File: config.mk
export PLATFORM = sky130hd
export DESIGN_NAME = pop_guard_seq
export DESIGN_NICKNAME = d
export VERILOG_FILES = /design/src/rtl/pop_guard_pkg.sv /design/src/rtl/pop_guard_dc_ramp.sv /design/src/rtl/pop_guard_gain_ramp.sv /design/src/rtl/pop_guard_scale.sv /design/src/rtl/pop_guard_seq.sv
export SDC_FILE = /design/constraint.sdc
export NUM_CORES = 2
export LEC_CHECK = 0
export BUFFER_PORTS_ARGS = -buffer_cell sky130_fd_sc_hd__clkbuf_2
export CORE_MARGIN = 2
export CORE_UTILIZATION = 48
export CTS_BUF_LIST = sky130_fd_sc_hd__clkbuf_16
export DETAILED_ROUTE_END_ITERATION = 7
export GPL_TIMING_DRIVEN = 1
export SLEW_MARGIN = 40
export SYNTH_ARGS = -nofsm -noshare
export SYNTH_HDL_FRONTEND = slang
export SYNTH_SLANG_ARGS = --single-unit
File: constraint.sdc
create_clock -name clk -period 8.9 [get_ports clk]
set_input_delay 0.445 -clock clk [delete_from_list [all_inputs] [get_ports clk]]
set_output_delay 0.445 -clock clk [all_outputs]
set_load 0.01 [all_outputs]
File: src/rtl/pop_guard_pkg.sv
package pop_guard_pkg;

    typedef enum logic [2:0] {
        PG_GROUND  = 3'd0,
        PG_DC_RAMP = 3'd1,
        PG_DC_HOLD = 3'd2,
        PG_SOFT    = 3'd3,
        PG_RUN     = 3'd4,
        PG_MUTE    = 3'd5
    } pg_state_e;

    // audio may pass only in these two states
    function automatic logic pg_audible(input pg_state_e s);
        return (s == PG_SOFT) || (s == PG_RUN);
    endfunction

endpackage

File: src/rtl/pop_guard_dc_ramp.sv
module pop_guard_dc_ramp #(
    parameter int unsigned DC_W     = 16,
    parameter int unsigned DIV_W    = 12,
    parameter int unsigned DC_QUIET = 31457,
    parameter int unsigned DC_STEP  = 64
) (
    input  logic             clk,
    input  logic             rst_n,
    input  logic             run_en,
    input  logic [DIV_W-1:0] dc_div,
    output logic [DC_W-1:0]  dc_code,
    output logic             dc_done
);

    localparam logic [DC_W:0] QUIET_X = (DC_W+1)'(DC_QUIET);
    localparam logic [DC_W:0] STEP_X  = (DC_W+1)'(DC_STEP);

    logic [DIV_W-1:0] tick_q;
    logic [DC_W-1:0]  lvl_q;
    logic [DC_W:0]    lvl_sum;

    assign lvl_sum = {1'b0, lvl_q} + STEP_X;
    assign dc_done = ({1'b0, lvl_q} == QUIET_X);
    assign dc_code = lvl_q;

    // divider and level both freeze whenever run_en is low
    always_ff @(posedge clk or negedge rst_n) begin
        if (!rst_n) begin
            tick_q <= '0;
            lvl_q  <= '0;
        end else if (run_en && !dc_done) begin
            if (tick_q >= dc_div) begin
                tick_q <= '0;
                lvl_q  <= (lvl_sum >= QUIET_X) ? QUIET_X[DC_W-1:0] : lvl_sum[DC_W-1:0];
            end else begin
                tick_q <= tick_q + DIV_W'(1);
            end
        end
    end

endmodule

File: src/rtl/pop_guard_gain_ramp.sv
module pop_guard_gain_ramp #(
    parameter int unsigned GAIN_W    = 16,
    parameter int unsigned FULL_GAIN = 32768,
    parameter int unsigned RAMP_LEN  = 960
) (
    input  logic              clk,
    input  logic              rst_n,
    input  logic              clr,
    input  logic              step,
    output logic [GAIN_W-1:0] gain,
    output logic              gain_full
);

    localparam int unsigned QUO   = FULL_GAIN / RAMP_LEN;
    localparam int unsigned REM   = FULL_GAIN % RAMP_LEN;
    localparam int unsigned ACC_W = $clog2(RAMP_LEN) + 1;

    localparam logic [ACC_W-1:0]  REM_X  = ACC_W'(REM);
    localparam logic [ACC_W-1:0]  LEN_X  = ACC_W'(RAMP_LEN);
    localparam logic [GAIN_W:0]   QUO_X  = (GAIN_W+1)'(QUO);
    localparam logic [GAIN_W:0]   FULL_X = (GAIN_W+1)'(FULL_GAIN);

    logic [GAIN_W-1:0] gain_q;
    logic [ACC_W-1:0]  acc_q;
    logic [ACC_W-1:0]  acc_sum;
    logic              carry;
    logic [GAIN_W:0]   g_next;

    // remainder carry keeps gain at floor(k*FULL/LEN) exactly
    assign acc_sum   = acc_q + REM_X;
    assign carry     = (acc_sum >= LEN_X);
    assign g_next    = {1'b0, gain_q} + QUO_X + (GAIN_W+1)'(carry);
    assign gain_full = ({1'b0, gain_q} == FULL_X);
    assign gain      = gain_q;

    always_ff @(posedge clk or negedge rst_n) begin
        if (!rst_n) begin
            gain_q <= '0;
            acc_q  <= '0;
        end else if (clr) begin
            gain_q <= '0;
            acc_q  <= '0;
        end else if (step && !gain_full) begin
            gain_q <= (g_next >= FULL_X) ? FULL_X[GAIN_W-1:0] : g_next[GAIN_W-1:0];
            acc_q  <= carry ? (acc_sum - LEN_X) : acc_sum;
        end
    end

endmodule

File: src/rtl/pop_guard_scale.sv
module pop_guard_scale #(
    parameter int unsigned SMP_W  = 24,
    parameter int unsigned GAIN_W = 16,
    parameter int unsigned FRAC   = 15
) (
    input  logic                    clk,
    input  logic                    rst_n,
    input  logic                    stb,
    input  logic                    zero,
    input  logic signed [SMP_W-1:0] smp_in,
    input  logic [GAIN_W-1:0]       gain,
    output logic signed [SMP_W-1:0] smp_out
);

    localparam int unsigned PROD_W = SMP_W + GAIN_W + 1;

    localparam logic signed [PROD_W-1:0] HI_X =
        {{(PROD_W-SMP_W+1){1'b0}}, {(SMP_W-1){1'b1}}};
    localparam logic signed [PROD_W-1:0] LO_X =
        {{(PROD_W-SMP_W+1){1'b1}}, {(SMP_W-1){1'b0}}};

    logic signed [PROD_W-1:0] prod;
    logic signed [PROD_W-1:0] shifted;
    logic signed [SMP_W-1:0]  sat_v;

    assign prod    = PROD_W'(smp_in) * PROD_W'($signed({1'b0, gain}));
    assign shifted = prod >>> FRAC;

    always_comb begin
        if (shifted > HI_X) begin
            sat_v = HI_X[SMP_W-1:0];
        end else if (shifted < LO_X) begin
            sat_v = LO_X[SMP_W-1:0];
        end else begin
            sat_v = shifted[SMP_W-1:0];
        end
    end

    always_ff @(posedge clk or negedge rst_n) begin
        if (!rst_n) begin
            smp_out <= '0;
        end else if (zero) begin
            smp_out <= '0;
        end else if (stb) begin
            smp_out <= sat_v;
        end
    end

endmodule

File: src/rtl/pop_guard_seq.sv
module pop_guard_seq
    import pop_guard_pkg::*;
#(
    parameter int unsigned SMP_W     = 24,
    parameter int unsigned GAIN_W    = 16,
    parameter int unsigned FRAC      = 15,
    parameter int unsigned FULL_GAIN = 32768,
    parameter int unsigned RAMP_LEN  = 960,
    parameter int unsigned DC_W      = 16,
    parameter int unsigned DIV_W     = 12,
    parameter int unsigned DC_QUIET  = 31457,
    parameter int unsigned DC_STEP   = 64
) (
    input  logic                    clk,
    input  logic                    rst_n,
    input  logic                    clk_ok,
    input  logic                    clk_lost,
    input  logic                    smp_stb,
    input  logic [DIV_W-1:0]        dc_div,
    input  logic signed [SMP_W-1:0] left_in,
    input  logic signed [SMP_W-1:0] right_in,
    output logic [DC_W-1:0]         dc_code,
    output logic [GAIN_W-1:0]       gain,
    output logic signed [SMP_W-1:0] left_out,
    output logic signed [SMP_W-1:0] right_out,
    output logic [2:0]              state_o
);

    localparam int unsigned CHANNELS = 2;

    pg_state_e state_q;
    pg_state_e state_d;

    logic fault;
    logic dc_done;
    logic gain_full;
    logic ramp_run;
    logic gain_clr;
    logic gain_step;
    logic out_zero;

    logic signed [SMP_W-1:0] ch_in  [CHANNELS];
    logic signed [SMP_W-1:0] ch_out [CHANNELS];

    assign fault = clk_lost || !clk_ok;

    // state register
    always_ff @(posedge clk or negedge rst_n) begin
        if (!rst_n) begin
            state_q <= PG_GROUND;
        end else begin
            state_q <= state_d;
        end
    end

    // next-state decision
    always_comb begin
        state_d = state_q;
        unique case (state_q)
            PG_GROUND:  if (!fault) state_d = PG_DC_RAMP;
            PG_DC_RAMP: begin
                if (fault) begin
                    state_d = PG_DC_HOLD;
                end else if (dc_done) begin
                    state_d = PG_SOFT;
                end
            end
            PG_DC_HOLD: if (!fault) state_d = PG_DC_RAMP;
            PG_SOFT: begin
                if (fault) begin
                    state_d = PG_MUTE;
                end else if (gain_full) begin
                    state_d = PG_RUN;
                end
            end
            PG_RUN:     if (fault) state_d = PG_MUTE;
            PG_MUTE:    if (!fault) state_d = PG_SOFT;
            default:    state_d = PG_GROUND;
        endcase
    end

    // control outputs
    always_comb begin
        ramp_run  = (state_q == PG_DC_RAMP) && !fault;
        gain_clr  = !pg_audible(state_d);
        gain_step = (state_q == PG_SOFT) && smp_stb && !fault;
        out_zero  = !pg_audible(state_d);
    end

    pop_guard_dc_ramp #(
        .DC_W     (DC_W),
        .DIV_W    (DIV_W),
        .DC_QUIET (DC_QUIET),
        .DC_STEP  (DC_STEP)
    ) u_dc (
        .clk     (clk),
        .rst_n   (rst_n),
        .run_en  (ramp_run),
        .dc_div  (dc_div),
        .dc_code (dc_code),
        .dc_done (dc_done)
    );

    pop_guard_gain_ramp #(
        .GAIN_W    (GAIN_W),
        .FULL_GAIN (FULL_GAIN),
        .RAMP_LEN  (RAMP_LEN)
    ) u_gain (
        .clk       (clk),
        .rst_n     (rst_n),
        .clr       (gain_clr),
        .step      (gain_step),
        .gain      (gain),
        .gain_full (gain_full)
    );

    assign ch_in[0] = left_in;
    assign ch_in[1] = right_in;

    for (genvar c = 0; c < CHANNELS; c++) begin : g_ch
        pop_guard_scale #(
            .SMP_W  (SMP_W),
            .GAIN_W (GAIN_W),
            .FRAC   (FRAC)
        ) u_scale (
            .clk     (clk),
            .rst_n   (rst_n),
            .stb     (smp_stb),
            .zero    (out_zero),
            .smp_in  (ch_in[c]),
            .gain    (gain),
            .smp_out (ch_out[c])
        );
    end

    assign left_out  = ch_out[0];
    assign right_out = ch_out[1];
    assign state_o   = state_q;

endmodule

==> results.json <==
{
  "syn_inst": 3548,
  "std_cell_rows": 94,
  "first_iter_violations": 1266,
  "avgSynthCellArea_um2": 9.04,
  "antenna_left": 0,
  "worstHoldPathType": "in2async",
  "route.vias.total": 23100,
  "grt_max_degree": 50,
  "place_ws_ps": 1080,
  "synth_top_family_by_area": "adder cells",
  "nets": 4608,
  "gr-usage-all-layers": 0.238,
  "clockRootBuffer": "clkbuf_16",
  "io_pins": 148,
  "synth_mux_area_frac": 0.00125,
  "worstPathRequired_ps": 9240,
  "drt-wirelength-per-cell_um": 17.5,
  "drt_pass1_iterations": 5,
  "clockBufferDepth": 2,
  "synth-simple-area-share": 0.151,
  "cts.htree.levels": 3,
  "antennaDiodeCount": 0,
  "crit_arrival_ps": 8090,
  "critPathKind": "reg2reg",
  "slew-limit-headroom": 0.457,
  "ir_drop_v": 0.0000787,
  "reg2reg_depth": 21,
  "overflow": 0,
  "drive_above_1_share": 0.0690,
  "r2r_end": "g_ch[0].u_scale.smp_out[21]$_DFFE_PN0P_",
  "cts-resized-gates": 0,
  "synth_seq_cells": 95,
  "dpl.cell_count": 4426,
  "core_mm2": 0.0660,
  "synth_cell_types": 81,
  "setup_viol": 0,
  "skew_ps": 34.4,
  "antenna_found_initial": 0,
  "leakage_nw": 18.5,
  "clock.fmax_mhz": 129,
  "fin_crit_sh": 0.871,
  "synthToLayoutAreaGrowth_pct": 5.56,
  "tightest_slew_ps": 815,
  "clkLatencyLatePin_ps": 420,
  "hold_viol": 0,
  "synth_xor_area_frac": 0.0245,
  "die_x_um": 262,
  "rsz0062_at_grt": "false",
  "layout.cells.non_filler": 4443,
  "status": "finished clean",
  "drc": 0,
  "gpl.final_weighted_congestion": 0.832,
  "slew_viol_final": 0,
  "netlist_area_mm2": 0.0321,
  "max-cap-violations": 0,
  "numClockSinks": 95,
  "power_density_mw_per_mm2": 33.3,
  "ys_warn_count": 0,
  "cts_tree": "done",
  "synth_adder_area_share": 0.554,
  "async_reset_ff_frac": 1.00,
  "fin_total_pwr_mw": 1.13,
  "grt_pass1_wl_um": 129000,
  "cts_made_buffers": 9,
  "timing.final.ws_setup_ps": 1150,
  "dieArea_mm2": 0.0689,
  "synth-edff-count": 0,
  "synth_compound_area_frac": 0.0659,
  "postCtsHoldBufs": 0,
  "yosysSeqAreaShare": 0.0741,
  "die_h_um": 262,
  "initial_core_util": 0.486,
  "start_kind": "flop",
  "period_minus_slack_ps": 7750,
  "critPathMaxFanout": 23,
  "synthFlopType": "dfrtp_1",
  "postCtsSetupRepairBufs": 0,
  "totalWireLength_um": 77700,
  "ff2ff_setup_slack_ps": 1150,
  "fin_tns_setup_ps": 0,
  "r2r-start": "u_gain.gain[2]$_DFFE_PN0P_",
  "path_clk_slew_ps": 90,
  "io_buffer_count": 143,
  "dp_hpwl_um": 63700,
  "via_per_inst": 5.19,
  "grt_pass1_vias": 24500,
  "end_kind": "flop"
}
==> kinds of logic (layout without fill, tap and decap cells) <==
family	after synthesis	after routing
buf+inv	1087	1115
simple gates	1012	1012
fa+ha+maj	969	969
compound gates	291	291
flops	95	95
xor+xnor	89	89
mux	4	4
other cells	1	4
==> layer usage <==
layer  wire (um)  track usage  vias to the layer above
met4        2460       0.0788                        0
met1       32900        0.313                    12000
li1            -            -                    10500
met5           0            0                        -
met3        2680       0.0231                      105
met2       39600        0.416                      468
==> power by group <==
group          internal, mW  switching [mW]
logic                0.0627           0.161
clock network         0.202           0.234
registers             0.445          0.0235
==> cells in the mapped netlist, drive strengths merged, types with 2 or more instances <==
cell type / n / area (um2)
o21bai: 8 / 63.8
and2: 305 / 1910
a221o: 47 / 474
a41oi: 3 / 26.3
a41o: 3 / 30.0
nand2: 527 / 1980
a21boi: 2 / 26.3
a221oi: 3 / 50.1
o21a: 4 / 30.0
o21ai: 52 / 260
and3: 12 / 85.1
or3: 5 / 36.3
a21oi: 75 / 379
and4: 4 / 35.0
o22ai: 7 / 43.8
clkbuf: 150 / 564
fa: 750 / 15000
xor2: 41 / 359
nand3b: 2 / 15.0
nor4: 10 / 62.6
nor2b: 10 / 62.6
nand4: 12 / 75.1
or4: 2 / 15.0
ha: 219 / 2740
nor3b: 2 / 26.3
dfrtp: 95 / 2380
a31o: 4 / 35.0
a311oi: 3 / 32.5
nand2b: 9 / 56.3
buf: 20 / 133
o211ai: 3 / 36.3
inv: 917 / 3440
a31oi: 18 / 134
xnor2: 48 / 428
or2: 4 / 25.0
a211oi: 4 / 30.0
nand3: 31 / 155
a21o: 35 / 263
o31ai: 3 / 22.5
nor3: 14 / 75.1
mux2i: 4 / 40.0
nor2: 62 / 233
==> metrics by stage <==
step	hold WS, ps	cell area [um2]	utilization
after detailed placement	501	33500	0.508
after CTS	65.8	33800	0.513
final	42.6	33800	0.513
after global placement	497	33500	0.508
after floorplan	149	32100	-
after global routing	78.6	33800	0.513
==> layout make-up <==
type / count / area [um2]
clock inverters: 7 / 80.1
clock buffers: 9 / 225
inverters: 917 / 3440
repair buffers: 182 / 1020
fillers: 6285 / 32100
multi-input cells: 2369 / 25600
flip-flops and latches: 95 / 2400
well taps: 864 / 1080
==> critical path: stages (launching register included) <==
cell       delay, ps
dfrtp_2          700
nand2_1          280
fa_1             780
fa_1             530
inv_1            300
fa_1             510
fa_1             500
fa_1             500
inv_1             50
fa_1             470
inv_1             40
ha_1             390
a21o_1           190
a21o_1           140
a21oi_1           70
and3_4           210
a21bo_2          230
a2111oi_4        430
nor2_1           120
or3_4            390
a31oi_4          560
a221o_1          270
==> cells in the final DEF, fill, tap and decap left out, drive strengths merged, types with 14 or more instances in the layout <==
| cell type | synthesis | layout |
|---|---|---|
| and2 | 305 | 305 |
| o21ai | 52 | 52 |
| nand2 | 527 | 527 |
| fa | 750 | 750 |
| clkbuf | 150 | 151 |
| buf | 20 | 40 |
| xor2 | 41 | 41 |
| xnor2 | 48 | 48 |
| nor3 | 14 | 14 |
| ha | 219 | 219 |
| inv | 917 | 922 |
| nand3 | 31 | 31 |
| a21oi | 75 | 75 |
| a221o | 47 | 47 |
| a21o | 35 | 35 |
| a31oi | 18 | 18 |
| nor2 | 62 | 62 |
| dfrtp | 95 | 95 |
==> how the worst max path moves through the flow <==
stage | start | to | slack, ps | cells past startpoint
CTS | u_gain.gain[2]$_DFFE_PN0P_ | g_ch[0].u_scale.smp_out[21]$_DFFE_PN0P_ | 1110 | 21
global placement | right_in[23] | g_ch[1].u_scale.smp_out[0]$_DFFE_PN0P_ | 1130 | 21
global route | u_gain.gain[2]$_DFFE_PN0P_ | g_ch[0].u_scale.smp_out[5]$_DFFE_PN0P_ | 690 | 21
finish | u_gain.gain[2]$_DFFE_PN0P_ | g_ch[0].u_scale.smp_out[21]$_DFFE_PN0P_ | 1150 | 21
detailed placement | left_in[23] | g_ch[0].u_scale.smp_out[21]$_DFFE_PN0P_ | 1080 | 22
floorplan | u_gain.gain[3]$_DFFE_PN0P_ | g_ch[0].u_scale.smp_out[12]$_DFFE_PN0P_ | 1490 | 26
==> registers in the layout, summed over array words and instances (netlist names) <==
| name | flops |
|---|---|
| u_gain.acc_q | 5 |
| u_gain.gain | 16 |
| u_dc.dc_code | 11 |
| u_dc.tick_q | 12 |
| state_o | 3 |
| g_ch.u_scale.smp_out | 48 |
(Power assumes the default switching activity.)
